$ cat src/rtl/dual_dma_pkg.sv
package dual_dma_pkg;
  typedef enum logic [2:0] {
    ST_IDLE  = 3'd0,
    ST_READ  = 3'd1,
    ST_WRITE = 3'd2,
    ST_REL_A = 3'd3,
    ST_REL_B = 3'd4
  } arb_state_e;

  localparam logic [1:0] PH_IDLE  = 2'd0;
  localparam logic [1:0] PH_READ  = 2'd1;
  localparam logic [1:0] PH_WRITE = 2'd2;
  localparam logic [1:0] PH_REL   = 2'd3;

  localparam logic [1:0] SYNC_DEST = 2'd2;
  localparam logic [1:0] STEP_UP   = 2'd1;
  localparam logic [1:0] STEP_DOWN = 2'd2;
endpackage

$ cat src/rtl/dma_req_select.sv
module dma_req_select #(
  parameter int NCH = 2
) (
  input  logic [NCH-1:0] pin_req,
  input  logic           timer_req,
  input  logic [NCH-1:0] req_sel,
  output logic [NCH-1:0] req
);
  for (genvar i = 0; i < NCH; i++) begin : g_ch
    assign req[i] = req_sel[i] ? timer_req : pin_req[i];
  end
endmodule

$ cat src/rtl/dma_ptr_pair.sv
module dma_ptr_pair
  import dual_dma_pkg::*;
#(
  parameter int AW = 16
) (
  input  logic          clk,
  input  logic          rst_n,
  input  logic          load,
  input  logic [AW-1:0] ld_src,
  input  logic [AW-1:0] ld_dst,
  input  logic          step,
  input  logic [1:0]    src_code,
  input  logic [1:0]    dst_code,
  input  logic          word,
  output logic [AW-1:0] src_q,
  output logic [AW-1:0] dst_q
);
  localparam logic [AW-1:0] INC1 = AW'(1);
  localparam logic [AW-1:0] INC2 = AW'(2);

  function automatic logic [AW-1:0] advance(input logic [AW-1:0] p,
                                            input logic [1:0] code,
                                            input logic w);
    logic [AW-1:0] d;
    d = w ? INC2 : INC1;
    case (code)
      STEP_UP:   return p + d;
      STEP_DOWN: return p - d;
      default:   return p;
    endcase
  endfunction

  always_ff @(posedge clk or negedge rst_n) begin
    if (!rst_n) begin
      src_q <= '0;
      dst_q <= '0;
    end else if (load) begin
      src_q <= ld_src;
      dst_q <= ld_dst;
    end else if (step) begin
      src_q <= advance(src_q, src_code, word);
      dst_q <= advance(dst_q, dst_code, word);
    end
  end

  // pointers move only on a step or a load
  assert_hold_when_quiet_R9: assert property (@(posedge clk) disable iff (!rst_n)
    (!load && !step) |=> ($stable(src_q) && $stable(dst_q)));
endmodule

$ cat src/rtl/dma_arb_fsm.sv
module dma_arb_fsm
  import dual_dma_pkg::*;
(
  input  logic       clk,
  input  logic       rst_n,
  input  logic [1:0] req,
  input  logic [1:0] pri_hi,
  input  logic [1:0] dst_sync,
  output logic       owner,
  output logic [1:0] grant,
  output logic [1:0] phase,
  output logic       write_done
);
  arb_state_e state, nxt;
  logic last;
  logic win;
  logic any_req;
  logic yield_now;

  always_comb begin
    any_req   = |req;
    yield_now = (state == ST_REL_B) && req[~owner];
    if (yield_now)
      win = ~owner;
    else if (req == 2'b11)
      win = (pri_hi[0] != pri_hi[1]) ? pri_hi[1] : ~last;
    else
      win = req[1];

    nxt = state;
    case (state)
      ST_IDLE:  nxt = any_req ? ST_READ : ST_IDLE;
      ST_READ:  nxt = ST_WRITE;
      ST_WRITE: begin
        if (dst_sync[owner]) nxt = ST_REL_A;
        else                 nxt = any_req ? ST_READ : ST_IDLE;
      end
      ST_REL_A: nxt = ST_REL_B;
      ST_REL_B: nxt = any_req ? ST_READ : ST_IDLE;
      default:  nxt = ST_IDLE;
    endcase
  end

  always_ff @(posedge clk or negedge rst_n) begin
    if (!rst_n) begin
      state <= ST_IDLE;
      owner <= 1'b0;
      last  <= 1'b0;
    end else begin
      state <= nxt;
      if (nxt == ST_READ) begin
        owner <= win;
        last  <= win;
      end
    end
  end

  always_comb begin
    grant = 2'b00;
    if (state == ST_READ || state == ST_WRITE)
      grant = owner ? 2'b10 : 2'b01;
    case (state)
      ST_READ:            phase = PH_READ;
      ST_WRITE:           phase = PH_WRITE;
      ST_REL_A, ST_REL_B: phase = PH_REL;
      default:            phase = PH_IDLE;
    endcase
  end

  assign write_done = (state == ST_WRITE);

  // at most one owner, and a read is always followed by its write
  assert_grant_onehot_R3: assert property (@(posedge clk) disable iff (!rst_n)
    $onehot0(grant));
  assert_no_split_R3: assert property (@(posedge clk) disable iff (!rst_n)
    (phase == PH_READ) |=> (phase == PH_WRITE && $stable(grant)));
  // destination-synchronized write releases the bus for two cycles
  assert_release_two_R7: assert property (@(posedge clk) disable iff (!rst_n)
    (phase == PH_WRITE && dst_sync[owner]) |=> (phase == PH_REL && grant == 2'b00) ##1 (phase == PH_REL && grant == 2'b00));
  // the waiting channel takes the bus after a release
  assert_yield_to_ch0_R8: assert property (@(posedge clk) disable iff (!rst_n)
    (state == ST_REL_B && owner && req[0]) |=> (grant == 2'b01));
  assert_yield_to_ch1_R8: assert property (@(posedge clk) disable iff (!rst_n)
    (state == ST_REL_B && !owner && req[1]) |=> (grant == 2'b10));
  // differing priorities from idle
  assert_priority_R5: assert property (@(posedge clk) disable iff (!rst_n)
    (phase == PH_IDLE && req == 2'b11 && pri_hi == 2'b10) |=> (grant == 2'b10));
endmodule

$ cat src/rtl/dual_dma_arbiter.sv
module dual_dma_arbiter
  import dual_dma_pkg::*;
#(
  parameter int AW = 16
) (
  input  logic            clk,
  input  logic            rst_n,
  input  logic [1:0]      pin_req,
  input  logic            timer_req,
  input  logic [1:0]      req_sel,
  input  logic [1:0]      pri_hi,
  input  logic [3:0]      sync_mode,
  input  logic [3:0]      src_step,
  input  logic [3:0]      dst_step,
  input  logic [1:0]      word_size,
  input  logic [1:0]      ld_en,
  input  logic [AW-1:0]   ld_src,
  input  logic [AW-1:0]   ld_dst,
  output logic [1:0]      grant,
  output logic [1:0]      phase,
  output logic [AW-1:0]   bus_addr,
  output logic [2*AW-1:0] src_ptr,
  output logic [2*AW-1:0] dst_ptr
);
  localparam int NCH = 2;

  logic [NCH-1:0] req;
  logic [NCH-1:0] dst_sync;
  logic           owner;
  logic           write_done;

  dma_req_select #(.NCH(NCH)) u_sel (
    .pin_req   (pin_req),
    .timer_req (timer_req),
    .req_sel   (req_sel),
    .req       (req)
  );

  for (genvar i = 0; i < NCH; i++) begin : g_ch
    assign dst_sync[i] = (sync_mode[2*i +: 2] == SYNC_DEST);

    dma_ptr_pair #(.AW(AW)) u_ptr (
      .clk      (clk),
      .rst_n    (rst_n),
      .load     (ld_en[i]),
      .ld_src   (ld_src),
      .ld_dst   (ld_dst),
      .step     (write_done && (owner == 1'(i))),
      .src_code (src_step[2*i +: 2]),
      .dst_code (dst_step[2*i +: 2]),
      .word     (word_size[i]),
      .src_q    (src_ptr[AW*i +: AW]),
      .dst_q    (dst_ptr[AW*i +: AW])
    );
  end

  dma_arb_fsm u_fsm (
    .clk        (clk),
    .rst_n      (rst_n),
    .req        (req),
    .pri_hi     (pri_hi),
    .dst_sync   (dst_sync),
    .owner      (owner),
    .grant      (grant),
    .phase      (phase),
    .write_done (write_done)
  );

  always_comb begin
    bus_addr = '0;
    if (phase == PH_READ)
      bus_addr = owner ? src_ptr[AW +: AW] : src_ptr[0 +: AW];
    else if (phase == PH_WRITE)
      bus_addr = owner ? dst_ptr[AW +: AW] : dst_ptr[0 +: AW];
  end
endmodule

$ cat config.mk
export PLATFORM = sky130hd
export DESIGN_NAME = dual_dma_arbiter
export DESIGN_NICKNAME = d
export VERILOG_FILES = /design/src/rtl/dual_dma_pkg.sv /design/src/rtl/dma_req_select.sv /design/src/rtl/dma_ptr_pair.sv /design/src/rtl/dma_arb_fsm.sv /design/src/rtl/dual_dma_arbiter.sv
export SDC_FILE = /design/constraint.sdc
export NUM_CORES = 1
export LEC_CHECK = 0
export BUFFER_PORTS_ARGS = -buffer_cell sky130_fd_sc_hd__buf_2
export CAP_MARGIN = 20
export CORE_MARGIN = 4
export CORE_UTILIZATION = 40
export DETAILED_ROUTE_END_ITERATION = 7
export SETUP_SLACK_MARGIN = 0.5
export SYNTH_ARGS = -nofsm -noshare
export SYNTH_HDL_FRONTEND = slang
export SYNTH_SLANG_ARGS = --single-unit
$ cat constraint.sdc
create_clock -name clk -period 4.5 [get_ports clk]
set_input_delay 0.9 -clock clk [delete_from_list [all_inputs] [get_ports clk]]
set_output_delay 0.9 -clock clk [all_outputs]
set_load 0.05 [all_outputs]
# After elaboration in Yosys (flattened, before gate mapping)
# Index checks and enable logic that the tools add are counted.
# W data, S select, Z words.
# totals
input_bits	57
register_bits	68
# classes
bitwise_logic	1
reduce_logical	18
n_eq_ne	19
order_cmp	2
n_addsub	8
muxes	33
# op_table
op	n
$mux W16	12
$pmux W16 S2	4
$add A16 B16 Y16	4
$sub A16 B16 Y16	4
$eq A2 B2 Y1 const B	8
$pmux W3 S4	1
$reduce_bool A3 Y1	4
$eq A2 B1 Y1 const B	5
$mux W1	10
$mux W2	4
$reduce_and A2 Y1	4
$eq A3 B1 Y1 const B	2
$eq A3 B2 Y1 const B	2
$pmux W2 S3	1
$reduce_or A2 Y1	3
$lt A1 B2 Y1 const B	2
$reduce_bool A2 Y1	2
$eq A3 B3 Y1 const B	1
$logic_and A1 B1 Y1	3
$logic_not A3 Y1	1
$mux W3	1
$logic_or A1 B1 Y1	1
$ne A1 B1 Y1	1
$not A1 Y1	1

# Logic depth before layout (Yosys ltp)
# logic_depth
word_depth	6
depth_mapped	11

# Cells and area by module
# A second synthesis with hierarchy kept.
# hier_totals
hier_cells	789
hier_area_um2	6316.1
# by_module_without_submodules
mod	instances	cells_each	area_per_inst_um2
dma_ptr_pair (g_ch[1].u_ptr)	1	352	2788.9
dma_ptr_pair (g_ch[0].u_ptr)	1	342	2678.8
dual_dma_arbiter	1	62	550.5
dma_arb_fsm	1	31	271.5
dma_req_select	1	2	26.3

# Worst setup path before layout
# No wires, ideal clock.
# synth_path
path_kind	input to register
from	input dst_step[0]
to	register g_ch[0].u_ptr.dst_q[8]
n_path_buf	1
cell_stages	10
t_required_ps	4367
setup_slack_ps	1125
arrival_time_ps	3242
path_cell_list	nand2b_1 clkbuf_1 nor2_1 fa_1 or3_1 or4_1 or3_1 a21oi_1 xnor2_1 o21ai_0
# synth_between
elab_chain_len	4
# synth_rtl
element	line	source
from (decl)	dual_dma_arbiter.sv:14	input logic [3:0] dst_step,
$eq A2 B2 Y1 / $eq A2 B1 Y1 (equally long branches)	dma_ptr_pair.sv:26	case (code)
$pmux W16 S2	dma_ptr_pair.sv:26	
$mux W16	dma_ptr_pair.sv:40	end else if (step) begin
$mux W16	dma_ptr_pair.sv:37	end else if (load) begin
to (signal assigned)	dma_ptr_pair.sv:39	dst_q <= ld_dst;
to (signal assigned)	dma_ptr_pair.sv:42	dst_q <= advance(dst_q, dst_code, word);
to (decl)	dma_ptr_pair.sv:16	output logic [AW-1:0] dst_q
# Parallel ways exist; a longest one is shown, timed or not. The select of a mux whose other input is x is not followed.
# A chain may end at the register's enable or synchronous reset.

# Worst setup path in the final report
# layout_path
from	register u_fsm.state[2]
to	output bus_addr[7]
# layout_between
elab_chain_len	6
# layout_rtl
element	line	source
from (decl)	dma_arb_fsm.sv:14	arb_state_e state, nxt;
from (signal assigned)	dma_arb_fsm.sv:50	state <= nxt;
$eq A3 B2 Y1 / $eq A3 B3 Y1 (equally long branches)	dma_arb_fsm.sv:62	case (state)
$reduce_or A2 Y1	dma_arb_fsm.sv:62	
$pmux W2 S3 *	dma_arb_fsm.sv:62	
$eq A2 B2 Y1	dual_dma_arbiter.sv:73	else if (phase == PH_WRITE)
$mux W16	dual_dma_arbiter.sv:73	
$mux W16 *	dual_dma_arbiter.sv:71	if (phase == PH_READ)
to (decl)	dual_dma_arbiter.sv:21	output logic [AW-1:0] bus_addr,
# Mark *: on every way between the ends. The rest lies on a longest branch, timed or not.

==> flow_summary.json <==
{
  "timing.rr.start": "u_fsm.state[2]",
  "syn_to_final_growth_pct": 16.8,
  "internal_power_mw": 1.57,
  "dieArea_sq_mm": 0.0176,
  "syn-cell-area_sq_mm": 0.00620,
  "globalRouteTotalUtil_pct": 24.1,
  "placed_area_sq_mm": 0.00695,
  "min_period_ns": 3.64,
  "design_area_sq_mm": 0.00724,
  "ant_nets": 0,
  "setup_tns_ns": 0,
  "vias_per_cell": 5.99,
  "synth_cells": 777,
  "path_depth": 4,
  "portBuffers": 140,
  "drtPass1Iterations": 5,
  "start_util_pct": 40.8,
  "seq_area_frac_synth_pct": 27.4,
  "rsz0062_at_grt": "no",
  "cts_sinks": 68,
  "r2r_slack_ns": 1.35,
  "core_area_sq_mm": 0.0152,
  "leakage_nw": 2.98,
  "p_switching_mw": 1.81,
  "grt_pass1_wl_um": 33900,
  "cts.path.max_buffers": 2,
  "skew_ns": 0.00680,
  "cts-hold-fix-buffers": 0,
  "slew_headroom_pct": 25.8,
  "synth_nets": 846,
  "critPathBufInv": 1,
  "cp-end-kind": "primary output",
  "report.final.slew_viol_count": 0,
  "post_cts_buffers": 0,
  "wl_per_cell_um": 20.3,
  "pwr-share-clk_pct": 19.6,
  "r2r_cells": 7,
  "cts_max_level": 3,
  "ys_async_sr_fraction_pct": 100,
  "r2r_end": "g_ch[0].u_ptr.src_q[13]",
  "cts-buffers-inserted": 9,
  "clock.fmax_mhz": 275,
  "insertion_delay_ns": 0.34,
  "cp_cell_sequence": "nor4b_4 -> a221oi_1 -> a21oi_1 -> buf_2",
  "cts_tree": "yes",
  "num_vias": 6394,
  "drc": 0,
  "hold_violations": 0,
  "grt_max_degree": 59,
  "cp.arrival_ns": 2.74,
  "layout.nets": 944,
  "final-setup-viol-count": 0,
  "initialDrtViolationCount": 577,
  "finalCritPeriodShare_pct": 80.8,
  "post_cts_resized": 0,
  "worst_slack_ns": 0.864,
  "power_mw": 3.38,
  "layout-drive-gt1-share_pct": 23.5,
  "cpPeakStageDelay_ns": 1.02,
  "synthFlopType": "dfrtp_1",
  "dp_worst_setup_slack_ns": 0.844,
  "layout_common_cells": "140 x buf_2, 79 x nand2_1, 68 x dfrtp_1, 61 x o21ai_0, 53 x a21oi_1",
  "p_comb_share_pct": 53.8,
  "critical_path_class": "flip-flop to primary output",
  "gp_congestion": 0.914,
  "fp.dieW_um": 132,
  "die_y_um": 132,
  "cp-startpoint": "u_fsm.state[2]",
  "io_pins": 141,
  "grt_pass1_vias": 5812,
  "cts_root_buf": "clkbuf_16",
  "regArea_sq_mm": 0.00170,
  "multi_input_area_sq_mm": 0.00415,
  "cp_top_family": "simple AND/OR/NAND/NOR gates",
  "layout_commonest_cell": "buf_2",
  "tightest_slew_ns": 1.11,
  "antenna_found_initial": 0,
  "max_cap_viol_count": 0,
  "p_per_area_mw_per_mm2": 466,
  "routed_wl_um": 21700,
  "fillerInstances": 1546,
  "grt_overflow": 0,
  "swShare_pct": 53.7,
  "seq_power_share_pct": 26.6,
  "run_status": "completed",
  "worstSetupStartpointType": "flip-flop",
  "syn_area_per_cell_sq_um": 7.98,
  "diodes": 0,
  "ys_warn_count": 0,
  "synth_edf_count": 0,
  "required_ns": 3.60,
  "cp_slowest_cell": "nor4b_4",
  "postLayoutCoreUtil_pct": 47.6,
  "ys_ff_latch": 68,
  "hold_path.class": "input pin to asynchronous set/reset pin",
  "dpl.hpwl_um": 16200,
  "cp_max_fo": 18,
  "vdd_drop_max_mv": 0.342,
  "rows": 45,
  "synthDistinctLibCells": 72,
  "clkTransAtPathRegs_ns": 0.06
}
-- worst reg2reg max path, delay by kind of cell, from the launching register on --
kind / cells / cell delay [ns]
AND/OR/NAND/NOR: 4 / 1.87
buffers and inverters: 1 / 0.27
AO/OA/AOI/OAI: 2 / 0.38
flip-flops: 1 / 0.51
-- area by class of cell --
class / instances / area share (%)
Multi-Input combinational cell: 621 / 57.3
Clock inverter: 6 / 0.415
Tap cell: 188 / 3.25
Timing Repair Buffer: 151 / 11.0
Clock buffer: 10 / 3.30
Inverter: 24 / 1.24
Sequential cell: 68 / 23.5
-- how the worst max path moves through the flow --
stage | to | slack (ns)
2_1_floorplan | g_ch[0].u_ptr.dst_q[8] | 1.12
3_3_place_gp | g_ch[0].u_ptr.dst_q[8] | 0.89
3_5_place_dp | g_ch[0].u_ptr.dst_q[8] | 0.84
4_1_cts | bus_addr[7] | 0.89
5_1_grt | bus_addr[7] | 0.72
6_report | bus_addr[7] | 0.86
-- per-stage QoR --
stage               hold WS (ns)  instances
floorplan                  0.604        777
global placement           0.619       1051
detailed placement         0.635       1051
CTS                        0.645       1067
global route               0.370       1068
finish                     0.370       1068
-- cell usage after synthesis (all sizes together) (5+ instances only) --
cell type | n | area (sq um)
nor4b | 5 | 58.8
or2 | 5 | 31.3
nand4 | 18 | 113
mux2 | 20 | 225
inv | 24 | 90.1
or4 | 12 | 97.6
a21oi | 53 | 265
nand2b | 11 | 68.8
a211oi | 8 | 65.1
buf | 15 | 76.3
nand3 | 23 | 115
nor3b | 6 | 45.0
clkbuf | 49 | 184
mux2i | 30 | 300
nor4 | 11 | 68.8
o31a | 6 | 52.6
nor3 | 25 | 130
a221oi | 20 | 175
or3 | 15 | 98.8
and3 | 10 | 68.8
o21ai | 64 | 324
and2 | 8 | 50.1
xor2 | 19 | 166
nor2b | 14 | 87.6
xnor2 | 34 | 298
nand2 | 79 | 297
nor2 | 43 | 161
dfrtp | 68 | 1700
ha | 8 | 100
-- registers in the layout, indices dropped and copies added (netlist names) --
signal / count
g_ch.u_ptr.dst_q: 32
g_ch.u_ptr.src_q: 32
u_fsm.owner: 1
u_fsm.state: 3
-- layer usage --
| layer | track usage (%) | up-vias | part of all wire, % | wire, um |
|---|---|---|---|---|
| met5 | 0 | - | 0 | 0 |
| met4 | 5.54 | 0 | 1.6 | 338 |
| met3 | 4.45 | 26 | 6.2 | 1340 |
| met2 | 36.4 | 220 | 45 | 9680 |
| met1 | 35.9 | 3095 | 48 | 10300 |
| li1 | - | 3053 | - | - |
-- power by group through the flow --
stage	sequential (mW)	clock, mW	combinational, mW
2_1_floorplan	0.984	0	1.23
3_3_place_gp	0.904	0	1.80
6_report	0.897	0.663	1.82
5_1_grt	0.915	0.703	1.91
3_5_place_dp	0.903	0	1.81
4_1_cts	0.892	0.679	1.81
-- kinds of logic (layout without fill, tap and decap cells) --
logic type                 count (synthesis)  after routing  share of synthesized area, %
muxes                                     50             50                          8.48
DFF                                       68             68                          27.4
buffers and inverters                     88            191                          5.65
and+or+nand+nor                          305            305                          27.1
adders and majority gates                 12             12                          2.91
xor gates and xnor gates                  53             53                          7.49
AOI/OAI and AO/OA                        201            201                          20.9
(Power assumes the default switching activity.)
